[src/rtl/ring_pkt_writer_pkg.sv]
package ring_pkt_writer_pkg;

  // Register word addresses
  typedef enum logic [2:0] {
    RA_START = 3'd0,
    RA_END   = 3'd1,
    RA_WPTR  = 3'd2,
    RA_RPTR  = 3'd3,
    RA_CTRL  = 3'd4,
    RA_IDLE  = 3'd5,
    RA_STAT  = 3'd6
  } regAddr_e;

  // Strobes from control to the register/datapath side
  typedef struct packed {
    logic writeBeat;  // a beat is written to memory this cycle
    logic commit;     // last beat of a stored packet written this cycle
    logic dropStart;  // first beat of a discarded packet accepted this cycle
  } ringStrobe_t;

endpackage

[src/rtl/ring_wr_ctrl.sv]
module ring_wr_ctrl
  import ring_pkt_writer_pkg::*;
#(
  parameter int SLOT_BEATS = 24,
  parameter int CNT_W      = 5
) (
  input  logic             clk,
  input  logic             rstN,
  input  logic             inValid,
  input  logic             memReady,
  input  logic             chanEn,
  input  logic             ringFull,
  output logic             inReady,
  output logic             memValid,
  output logic [CNT_W-1:0] beatIdx,
  output logic             busy,
  output ringStrobe_t      strobe
);

  localparam logic [CNT_W-1:0] LAST_BEAT = CNT_W'(SLOT_BEATS - 1);

  logic             busyQ;
  logic             dropQ;
  logic [CNT_W-1:0] cntQ;
  logic             curDrop;
  logic             active;
  logic             accept;
  logic             lastBeat;

  // Drop decision is taken at the first beat and held for the packet
  assign curDrop  = busyQ ? dropQ : ringFull;
  assign active   = busyQ | chanEn;
  assign inReady  = active & (curDrop | memReady);
  assign memValid = active & inValid & ~curDrop;
  assign accept   = inValid & inReady;
  assign lastBeat = (cntQ == LAST_BEAT);

  assign strobe.writeBeat = accept & ~curDrop;
  assign strobe.commit    = accept & ~curDrop & lastBeat;
  assign strobe.dropStart = accept & ~busyQ & ringFull;

  assign beatIdx = cntQ;
  assign busy    = busyQ;

  always_ff @(posedge clk) begin
    if (!rstN) begin
      busyQ <= 1'b0;
      dropQ <= 1'b0;
      cntQ  <= '0;
    end else if (accept) begin
      if (lastBeat) begin
        busyQ <= 1'b0;
        dropQ <= 1'b0;
        cntQ  <= '0;
      end else begin
        busyQ <= 1'b1;
        dropQ <= curDrop;
        cntQ  <= cntQ + 1'b1;
      end
    end
  end

endmodule

[src/rtl/ring_wr_regs.sv]
module ring_wr_regs
  import ring_pkt_writer_pkg::*;
#(
  parameter int REG_W         = 32,
  parameter int CNT_W         = 5,
  parameter int SLOT_BYTES    = 192,
  parameter int BEAT_BYTES    = 8,
  parameter int CHAN_ID       = 0,
  parameter int IDLE_FLAG_BIT = 31
) (
  input  logic             clk,
  input  logic             rstN,
  input  logic             regValid,
  input  logic             regWrite,
  input  logic [2:0]       regAddr,
  input  logic [REG_W-1:0] regWdata,
  output logic [REG_W-1:0] regRdata,
  input  ringStrobe_t      strobe,
  input  logic [CNT_W-1:0] beatIdx,
  input  logic             busy,
  output logic [REG_W-1:0] memAddr,
  output logic             ringFull,
  output logic             chanEn,
  output logic             idleIrq,
  output logic             availFlag,
  output logic             ovfFlag
);

  logic [REG_W-1:0] startQ, endQ, wpQ, rpQ, idleQ;
  logic             enQ, availQ, ovfQ;
  logic [REG_W:0]   sumWide;
  logic             wrapNext;
  logic [REG_W-1:0] nextWp;
  logic             wrEn;

  // Next slot position with wrap at the inclusive end
  assign sumWide  = {1'b0, wpQ} + (REG_W+1)'(SLOT_BYTES);
  assign wrapNext = sumWide > {1'b0, endQ};
  assign nextWp   = wrapNext ? startQ : sumWide[REG_W-1:0];
  assign ringFull = (nextWp == rpQ);

  assign memAddr  = wpQ + REG_W'(beatIdx) * REG_W'(BEAT_BYTES);
  assign wrEn     = regValid & regWrite;

  always_ff @(posedge clk) begin
    if (!rstN) begin
      startQ <= '0;
      endQ   <= '0;
      wpQ    <= '0;
      rpQ    <= '0;
      idleQ  <= '0;
      enQ    <= 1'b0;
      availQ <= 1'b0;
      ovfQ   <= 1'b0;
    end else begin
      if (wrEn) begin
        case (regAddr)
          RA_START: begin
            startQ <= regWdata;
            wpQ    <= regWdata;
            rpQ    <= regWdata;
          end
          RA_END:  endQ  <= regWdata;
          RA_RPTR: rpQ   <= regWdata;
          RA_CTRL: enQ   <= regWdata[0];
          RA_IDLE: idleQ <= regWdata;
          RA_STAT: begin
            if (regWdata[0]) availQ <= 1'b0;
            if (regWdata[1]) ovfQ   <= 1'b0;
          end
          default: ;
        endcase
      end
      // Hardware events win over a same-cycle software write
      if (strobe.commit) begin
        wpQ    <= nextWp;
        availQ <= 1'b1;
      end
      if (strobe.dropStart) ovfQ <= 1'b1;
    end
  end

  always_comb begin
    regRdata = '0;
    case (regAddr)
      RA_START: regRdata = startQ;
      RA_END:   regRdata = endQ;
      RA_WPTR:  regRdata = wpQ;
      RA_RPTR:  regRdata = rpQ;
      RA_CTRL:  regRdata = REG_W'(enQ);
      RA_IDLE:  regRdata = idleQ;
      RA_STAT:  regRdata = REG_W'({ovfQ, availQ});
      default:  regRdata = '0;
    endcase
  end

  assign chanEn    = enQ;
  assign availFlag = availQ;
  assign ovfFlag   = ovfQ;
  assign idleIrq   = idleQ[IDLE_FLAG_BIT] & idleQ[CHAN_ID] & ~enQ & ~busy;

endmodule

[src/rtl/ring_pkt_writer.sv]
module ring_pkt_writer
  import ring_pkt_writer_pkg::*;
#(
  parameter int DATA_W        = 64,
  parameter int REG_W         = 32,
  parameter int PKT_BYTES     = 188,
  parameter int CHAN_ID       = 0,
  parameter int IDLE_FLAG_BIT = 31
) (
  input  logic              clk,
  input  logic              rstN,
  input  logic              regValid,
  input  logic              regWrite,
  input  logic [2:0]        regAddr,
  input  logic [REG_W-1:0]  regWdata,
  output logic [REG_W-1:0]  regRdata,
  input  logic              inValid,
  input  logic [DATA_W-1:0] inData,
  output logic              inReady,
  output logic              memValid,
  output logic [REG_W-1:0]  memAddr,
  output logic [DATA_W-1:0] memData,
  input  logic              memReady,
  output logic              idleIrq,
  output logic              availFlag,
  output logic              ovfFlag
);

  localparam int BEAT_BYTES = DATA_W / 8;
  localparam int SLOT_BEATS = (PKT_BYTES + BEAT_BYTES - 1) / BEAT_BYTES;
  localparam int SLOT_BYTES = SLOT_BEATS * BEAT_BYTES;
  localparam int CNT_W      = (SLOT_BEATS > 1) ? $clog2(SLOT_BEATS) : 1;

  ringStrobe_t      strobeS;
  logic [CNT_W-1:0] beatIdxS;
  logic             busyS;
  logic             ringFullS;
  logic             chanEnS;

  ring_wr_ctrl #(
    .SLOT_BEATS (SLOT_BEATS),
    .CNT_W      (CNT_W)
  ) uCtrl (
    .clk      (clk),
    .rstN     (rstN),
    .inValid  (inValid),
    .memReady (memReady),
    .chanEn   (chanEnS),
    .ringFull (ringFullS),
    .inReady  (inReady),
    .memValid (memValid),
    .beatIdx  (beatIdxS),
    .busy     (busyS),
    .strobe   (strobeS)
  );

  ring_wr_regs #(
    .REG_W         (REG_W),
    .CNT_W         (CNT_W),
    .SLOT_BYTES    (SLOT_BYTES),
    .BEAT_BYTES    (BEAT_BYTES),
    .CHAN_ID       (CHAN_ID),
    .IDLE_FLAG_BIT (IDLE_FLAG_BIT)
  ) uRegs (
    .clk       (clk),
    .rstN      (rstN),
    .regValid  (regValid),
    .regWrite  (regWrite),
    .regAddr   (regAddr),
    .regWdata  (regWdata),
    .regRdata  (regRdata),
    .strobe    (strobeS),
    .beatIdx   (beatIdxS),
    .busy      (busyS),
    .memAddr   (memAddr),
    .ringFull  (ringFullS),
    .chanEn    (chanEnS),
    .idleIrq   (idleIrq),
    .availFlag (availFlag),
    .ovfFlag   (ovfFlag)
  );

  assign memData = inData;

endmodule

[config.mk]
export PLATFORM = sky130hd
export DESIGN_NAME = ring_pkt_writer
export DESIGN_NICKNAME = d
export VERILOG_FILES = /design/src/rtl/ring_pkt_writer_pkg.sv /design/src/rtl/ring_wr_ctrl.sv /design/src/rtl/ring_wr_regs.sv /design/src/rtl/ring_pkt_writer.sv
export SDC_FILE = /design/constraint.sdc
export NUM_CORES = 1
export LEC_CHECK = 0
export BUFFER_PORTS_ARGS = -buffer_cell sky130_fd_sc_hd__buf_2
export CAP_MARGIN = 30
export CORE_ASPECT_RATIO = 1.1
export CORE_MARGIN = 5
export CORE_UTILIZATION = 56
export DETAILED_ROUTE_END_ITERATION = 8
export GPL_ROUTABILITY_DRIVEN = 1
export HOLD_SLACK_MARGIN = 0.05
export PLACE_DENSITY = 0.84
export SYNTH_ARGS = -nofsm -noshare
export SYNTH_HDL_FRONTEND = slang
export SYNTH_SLANG_ARGS = --single-unit
[constraint.sdc]
create_clock -name clk -period 6 [get_ports clk]
set_input_delay 0.3 -clock clk [delete_from_list [all_inputs] [get_ports clk]]
set_output_delay 0.3 -clock clk [all_outputs]
set_load 0.01 [all_outputs]
==> metrics.md, run 1 <==
| Metric | Value |
|---|---|
| Status | finished, final reports clean |
| Sw Pwr | around 760 uW |
| Worst endpoint data arrival time | 5540 ps |
| DIE AREA | ~0.023 mm^2 |
| Synth Area per Inst | a little under 8 um^2 |
| Slew of the pin with the lowest slew margin | 906 ps |
| Gr usage total | about 29% |
| Prevailing post-synth register cell | dfxtp_1 |
| Vias per cell | 6.07 |
| First-pass GRT wire length | ~52,000 um |
| CTS H-tree lvls | 4 |
| Port Buffers | 109 |
| Antenna violations before repair | 2 |
| Max Slew Vio Count | 0 |
| Site Rows | 54 |
| # hold bufs at CTS | 0 |
| Post-Route Skew | 10.6 ps |
| Register bit total from synthesis | 170 |
| Register area share after synthesis | approximately 31% |
| CP Class | reg2out |
| WL/cell | 19.4 um |
| CTS clk-pin slew, worst paths | 70 ps |
| Final min period | 5840 ps |
| Maxcap violations | 0 |
| Max-Slew Margin vs Limit | 39.6% |
| CP Max Fanout | 18 |
| Pin count of the biggest net entering global routing | 77 |
| Clock power share | 43.2% |
| EDFF count, synth | 0 |
| Vias in the first global route | 9,924 |
| Die Height | roughly 160 um |
| CP Cell Sequence | inv_1, ha_1, nand3b_1, nor3_2, nand2_1, nor2_1, xor2_1, ha_1, nand3_1, o221ai_1, a32oi_1, a21boi_1, a211oi_4, buf_12, mux2i_1, xor2_1, nand4_1, o41ai_4, buf_4, a21oi_1, nor2_1, buf_2 |
| Slowest Stage Delay on Critical Path | 430 ps |
| Layout cells sized above 1 | 17.6% |
| Antenna-violating nets left | 0 |
| IO Pins | around 240 |
| Final worst-path cycle share | 97.4% |
| Sequential share of power | 42.1% |
| Syn Nets | 1,590 |
| Combinational share of power | 14.7% |
| Net Sw Frac | 27.7% |
| Critical path startpoint category | register |
| Final hold vios | 0 |
| Pre-antenna DRT Iters | 6 |
| Ys Warns | 0 |
| Grt total ovfl | 0 |
| Critical Path End Type | output port |
| CTS buffer count | 17 |
| Cell Area, Synth | 0.0112 mm^2 |
| Cell internal pwr | about 2 mW |
| CTS max path bufs | 2 |
| DR vias | 10,400 |
| Setup TNS | 0 ps |
| GP Congestion | 1.02 |
| Maximum VDD drop | approximately 0.22 mV |
| Antenna diodes | 0 |
| Worst skew pair latency | 440 ps |
| DR DRC count | 0 |
| CP required | 5700 ps |
| Drt initial violations | 1,010 |
| Root buffer cell | clkbuf_16 |
| Fillers | 1,637 |
| CP top delay family | compound AO/OA/AOI/OAI gates |
| P per Cell Area | 227 mW/mm^2 |
| Num Clock Sinks | 170 |
| Post-DP HPWL | 22,400 um |
| Layout area overhead | 9.08% |
| Pleak | 4.91 nW |
| Post-synth cell types | 62 |
| Initial Util | between 50% and 60% |
| Share of synthesized registers carrying an async set or reset | 0% |
| Layout net count | 1,591 |
| Syn Inst Count | 1,445 |
| Worst Path Buf+Inv | 4 |
| HP Class | in2reg |
| Hold WS | 128 ps |
| Final wirelength | 33,200 um |
| Core Box Area | 0.0197 mm^2 |
| Die Wd | 145 um |
| Setup violators final | 0 |
| Max Clk Rate | 171 MHz |
| Crit path max-delay cell type | dfxtp_1 |
| CTS tree | yes |
## what timing repair did
| item | 4_1_cts | 5_1_grt |
|---|---|---|
| setup buffers | 2 | 7 |
| gates resized for setup | 0 | 17 |
| setup endpoints to repair | 1 | 42 |
| pin swaps | 1 | 6 |
## per-layer routing
layer | global-route usage, % | part of all wire (%) | up-vias
met4 | 13.7 | 4.1 | 2
met3 | 6.34 | 10 | 119
li1 | - | - | 4750
met2 | 46.5 | 47 | 629
met5 | 0 | 0.021 | -
met1 | 36.7 | 38 | 4884
## worst paths after layout
path | start | endpoint | slack (ps) | cells after the start
max reg2reg | uRegs.wpQ[6]$_SDFFE_PN0P_ | uRegs.wpQ[30]$_SDFFE_PN0P_ | 400 | 23
min reg2reg | uRegs.idleQ[27]$_SDFFE_PN0P_ | uRegs.idleQ[27]$_SDFFE_PN0P_ | 450 | 2
min | regWdata[20] | uRegs.idleQ[20]$_SDFFE_PN0P_ | 130 | 3
max | uRegs.wpQ[6]$_SDFFE_PN0P_ | inReady | 160 | 22
## logic make-up (layout without fill, tap and decap cells)
logic type,count (synthesis),in the layout,share of synthesized area (%)
AND/OR/NAND/NOR,568,568,21.6
AO/OA/AOI/OAI,267,267,16.6
buffers and inverters,251,265,11.0
flip-flops,170,170,30.5
XOR/XNOR,94,94,7.38
multiplexers,55,55,8.42
adder cells (fa/ha/maj),40,40,4.55
## flip-flops by register name, indices dropped and copies added (netlist names), 5 cells and up
name,count
uCtrl.beatIdx,5
uRegs.endQ,32
uRegs.idleQ,32
uRegs.rpQ,32
uRegs.startQ,32
uRegs.wpQ,32
## stage by stage
stage	total power [mW]	setup slack, ps	util (%)	area (um^2)	std cells
2_1_floorplan	1.48	1080	-	11200	1445
3_3_place_gp	1.54	467	57.6	11400	1669
3_5_place_dp	1.55	321	57.6	11400	1669
4_1_cts	2.73	10.1	60.8	12000	1703
5_1_grt	2.85	-72.7	61.7	12200	1711
6_report	2.77	157	61.7	12200	1711
## power groups by stage
stage               registers (mW)  clock network [mW]  logic, mW
global placement              1.19                   0      0.354
detailed placement            1.19                   0      0.363
global route                  1.17                1.25      0.429
CTS                           1.16                1.20      0.368
floorplan                     1.18                   0      0.299
finish                        1.16                1.19      0.407
## cells in the final DEF (no fill, tap or decap), types with 19 or more instances in the layout
cell type	netlist	layout
a21boi_0	49	49
a21oi_1	102	102
buf_2	12	109
buf_4	68	29
dfxtp_1	170	169
ha_1	39	39
inv_1	90	90
mux2i_1	23	19
mux4_2	31	31
nand2_1	435	434
nor2_1	50	49
o21ai_0	46	46
xnor2_1	45	43
xor2_1	49	48
## cell type report
type | instances | area (um^2) | share of cell area (%)
multi-input combinational | 1024 | 6640 | 54.6
sequential | 170 | 3400 | 28.0
timing repair buffer | 142 | 835 | 6.86
clock buffer | 20 | 467 | 3.84
inverter | 91 | 343 | 2.82
tap | 252 | 315 | 2.59
clock inverter | 12 | 163 | 1.34
## worst min-delay path, delay by kind of cell
family,cells,cell delay (ps)
buf+inv,1,120
simple gates,1,50
compound gates,1,50
## Yosys cell counts, types with 3 or more instances
master	number	area [um^2]
nand4_1	18	113
clkbuf_1	73	274
dfxtp_1	170	3400
buf_1	5	18.8
a21oi_1	102	510
nor4_1	6	37.5
a221oi_1	3	26.3
nor2_1	50	188
o211a_1	15	150
nand2_1	435	1630
a21o_1	4	30.0
a211oi_2	4	50.1
a21boi_0	49	368
a211oi_1	4	30.0
nor4_4	3	63.8
a311oi_2	13	195
nand3b_1	4	30.0
o211ai_1	8	60.1
buf_4	68	510
nand3_1	16	80.1
and2_1	3	18.8
o21ai_0	46	230
mux2i_1	23	230
nor3_1	11	55.1
buf_2	12	60.1
inv_1	90	338
nor2b_1	4	25.0
xnor2_1	45	394
xor2_1	49	429
ha_1	39	488
mux4_2	31	698
and3_1	6	37.5
Note: power is estimated with default switching activity, not from simulation.
==> inputs of run 2 (changes only) <==
CELL_PAD_IN_SITES_DETAIL_PLACEMENT = 0   (was not set)
CELL_PAD_IN_SITES_GLOBAL_PLACEMENT = 1   (was not set)
CORE_UTILIZATION = 40   (was 56)
PLACE_DENSITY = 0.83   (was 0.84)
==> run 2 against run 1 <==
  * Clock skew is 8.0 ps higher
  * Via count is 2.6% lower
  * Worst setup slack gained 55 ps
  * Cell area is 3.4% higher
  * Total power is 4.9% higher
  * Largest cell class unchanged
  * Non-clock buffer count grew 18
  * Combinational power rose by 13%
  * Critical path depth up 1
  * Sequential power is essentially flat
  * Critical endpoint is now memValid
  * Wire length rose by 8.7%
==> metrics.md, run 2 (same netlist as run 1, synthesis figures left out) <==
| Metric | Value |
|---|---|
| Status | finished, final reports clean |
| Layout cells sized above 1 | between 10% and 20% |
| Place WS | 101 ps |
| CTS tree | yes |
| Final hold vios | 0 |
| Antenna diodes | 0 |
| Die Wd | about 170 um |
| Post-DP HPWL | roughly 25,000 um |
| Antenna-violating nets left | 0 |
| CTS max path bufs | 2 |
| Net Sw Frac | between 20 and 30% |
| Max-Slew Margin vs Limit | 35.1% |
| Die Height | 185 um |
| Area of the multi-input gates | about 0.0067 mm^2 |
| CP required | 5700 ps |
| Fillers | ~2,700 |
| Maximum VDD drop | 0.162 mV |
| Max Slew Vio Count | 0 |
| Pin count of the biggest net entering global routing | 73 |
| Fin cells | 1,840 |
| HP Class | in2reg |
| Combinational share of power | ~16% |
| Initial Util | between 40 and 50% |
| Hold WS | roughly 110 ps |
| CP Max Fanout | 5 |
| Final min period | 5790 ps |
| Post-Route Skew | approximately 19 ps |
| Vias per cell | 5.50 |
| Num Clock Sinks | 170 |
| Site Rows | 64 |
| Most common cell after layout, fill and taps aside | nand2_1 |
| Pleak | 5.08 nW |
| # hold bufs at CTS | 0 |
| Most frequent cells in the layout | 432 x nand2_1, 163 x dfxtp_1, 109 x buf_2 |
| Grt total ovfl | 0 |
| Antenna violations before repair | 0 |
| Drt initial violations | between 900 and 1,000 |
| Maxcap violations | 0 |
| Setup violators final | 0 |
| Final worst-path cycle share | 96.5% |
| Max Clk Rate | 173 MHz |
| CTS buffer count | 17 |
| Slew of the pin with the lowest slew margin | 970 ps |
| Placed Instances | 1,782 |
| Sequential share of power | 40.1% |
| DR DRC count | 0 |
| Layout area overhead | 12.8% |
| Worst endpoint data arrival time | between 5000 and 6000 ps |
| DIE AREA | 0.0313 mm^2 |
| Cell internal pwr | 2.09 mW |
| CTS H-tree lvls | 4 |
| Critical path startpoint category | register |
| R2r setup slk | 460 ps |
| Register area | 0.00341 mm^2 |
| P per Cell Area | 231 mW/mm^2 |
| Root buffer cell | clkbuf_16 |
| IO Pins | 238 |
| Worst skew pair latency | 450 ps |
| Sw Pwr | 806 uW |
| First-pass GRT wire length | about 56,000 um |
| WL/cell | 19.6 um |
| GP Congestion | between 0.9 and 1 |
| Gr usage total | 22.6% |
| Critical Path End Type | output port |
| Post-route setup slack | ~210 ps |
| Total power | 2.90 mW |
| CP Class | reg2out |
| Pre-antenna DRT Iters | 6 |
| DR vias | 10,100 |
| Layout net count | 1,609 |
| Core Box Area | 0.0276 mm^2 |
| Port Buffers | 109 |
| CTS clk-pin slew, worst paths | 80 ps |
| Clock power share | ~44% |
| Vias in the first global route | around 9,800 |
| Final wirelength | around 36,000 um |
run 2: power by group through the flow:
stage               Clock, mW  Sequential (mW)  Combinational (mW)
detailed placement          0             1.19               0.376
floorplan                   0             1.18               0.299
global placement            0             1.19               0.370
global route             1.33             1.17               0.489
CTS                      1.28             1.16               0.385
finish                   1.28             1.16               0.461
run 2: what timing repair did:
| action | in CTS | in global routing |
|---|---|---|
| gates resized for setup | 4 | 33 |
| cloned | 0 | 1 |
| pin swaps | 5 | 19 |
| setup buffers | 2 | 24 |
| endpoints found under the setup margin | 2 | 5 |
run 2: cell type report:
class / instances / area share [%]
Multi-Input combinational cell: 1024 / 53.3
Sequential cell: 170 / 27.1
Timing Repair Buffer: 160 / 7.94
Tap cell: 363 / 3.61
Clock buffer: 18 / 3.41
Inverter: 91 / 2.73
Clock inverter: 14 / 1.83
run 2: worst paths after layout:
kind,from,to,depth (start not counted)
max,uRegs.wpQ[6]$_SDFFE_PN0P_,memValid,23
min reg2reg,uRegs.idleQ[27]$_SDFFE_PN0P_,uRegs.idleQ[27]$_SDFFE_PN0P_,2
min,regWdata[20],uRegs.endQ[20]$_SDFFE_PN0P_,3
max reg2reg,uRegs.wpQ[6]$_SDFFE_PN0P_,uRegs.wpQ[13]$_SDFFE_PN0P_,25
run 2: routing by layer:
metal,vias to the layer above,part of all wire [%],global-route usage [%],wire length (um)
met3,58,7.1,4.12,2560
li1,4784,-,-,-
met4,0,2.1,6.09,773
met2,386,48,38.4,17400
met5,-,0,0,0
met1,4887,42,29.8,15300
run 2: stage by stage:
step | setup TNS (ps) | cell area [um^2] | utilization, %
after floorplan | 0 | 11200 | -
after global placement | 0 | 11500 | 41.6
after detailed placement | 0 | 11500 | 41.7
after CTS | 0 | 12200 | 44.2
after global routing | -88.7 | 12600 | 45.5
final | 0 | 12600 | 45.5
run 2: worst max-delay path, stage by stage, from the launching register on:
cell	delay, ps
dfxtp_4	370
inv_1	80
ha_2	200
nand3b_1	160
buf_4	170
nor3_4	240
nand3_2	150
xor2_2	220
inv_1	70
ha_1	320
nand4_1	170
nor4_4	340
nand4_1	130
a21boi_4	170
a211oi_4	350
buf_6	170
buf_4	120
mux2i_1	250
xor2_1	210
nand4_1	270
buf_4	240
nor4_4	310
nor2_1	150
buf_2	170
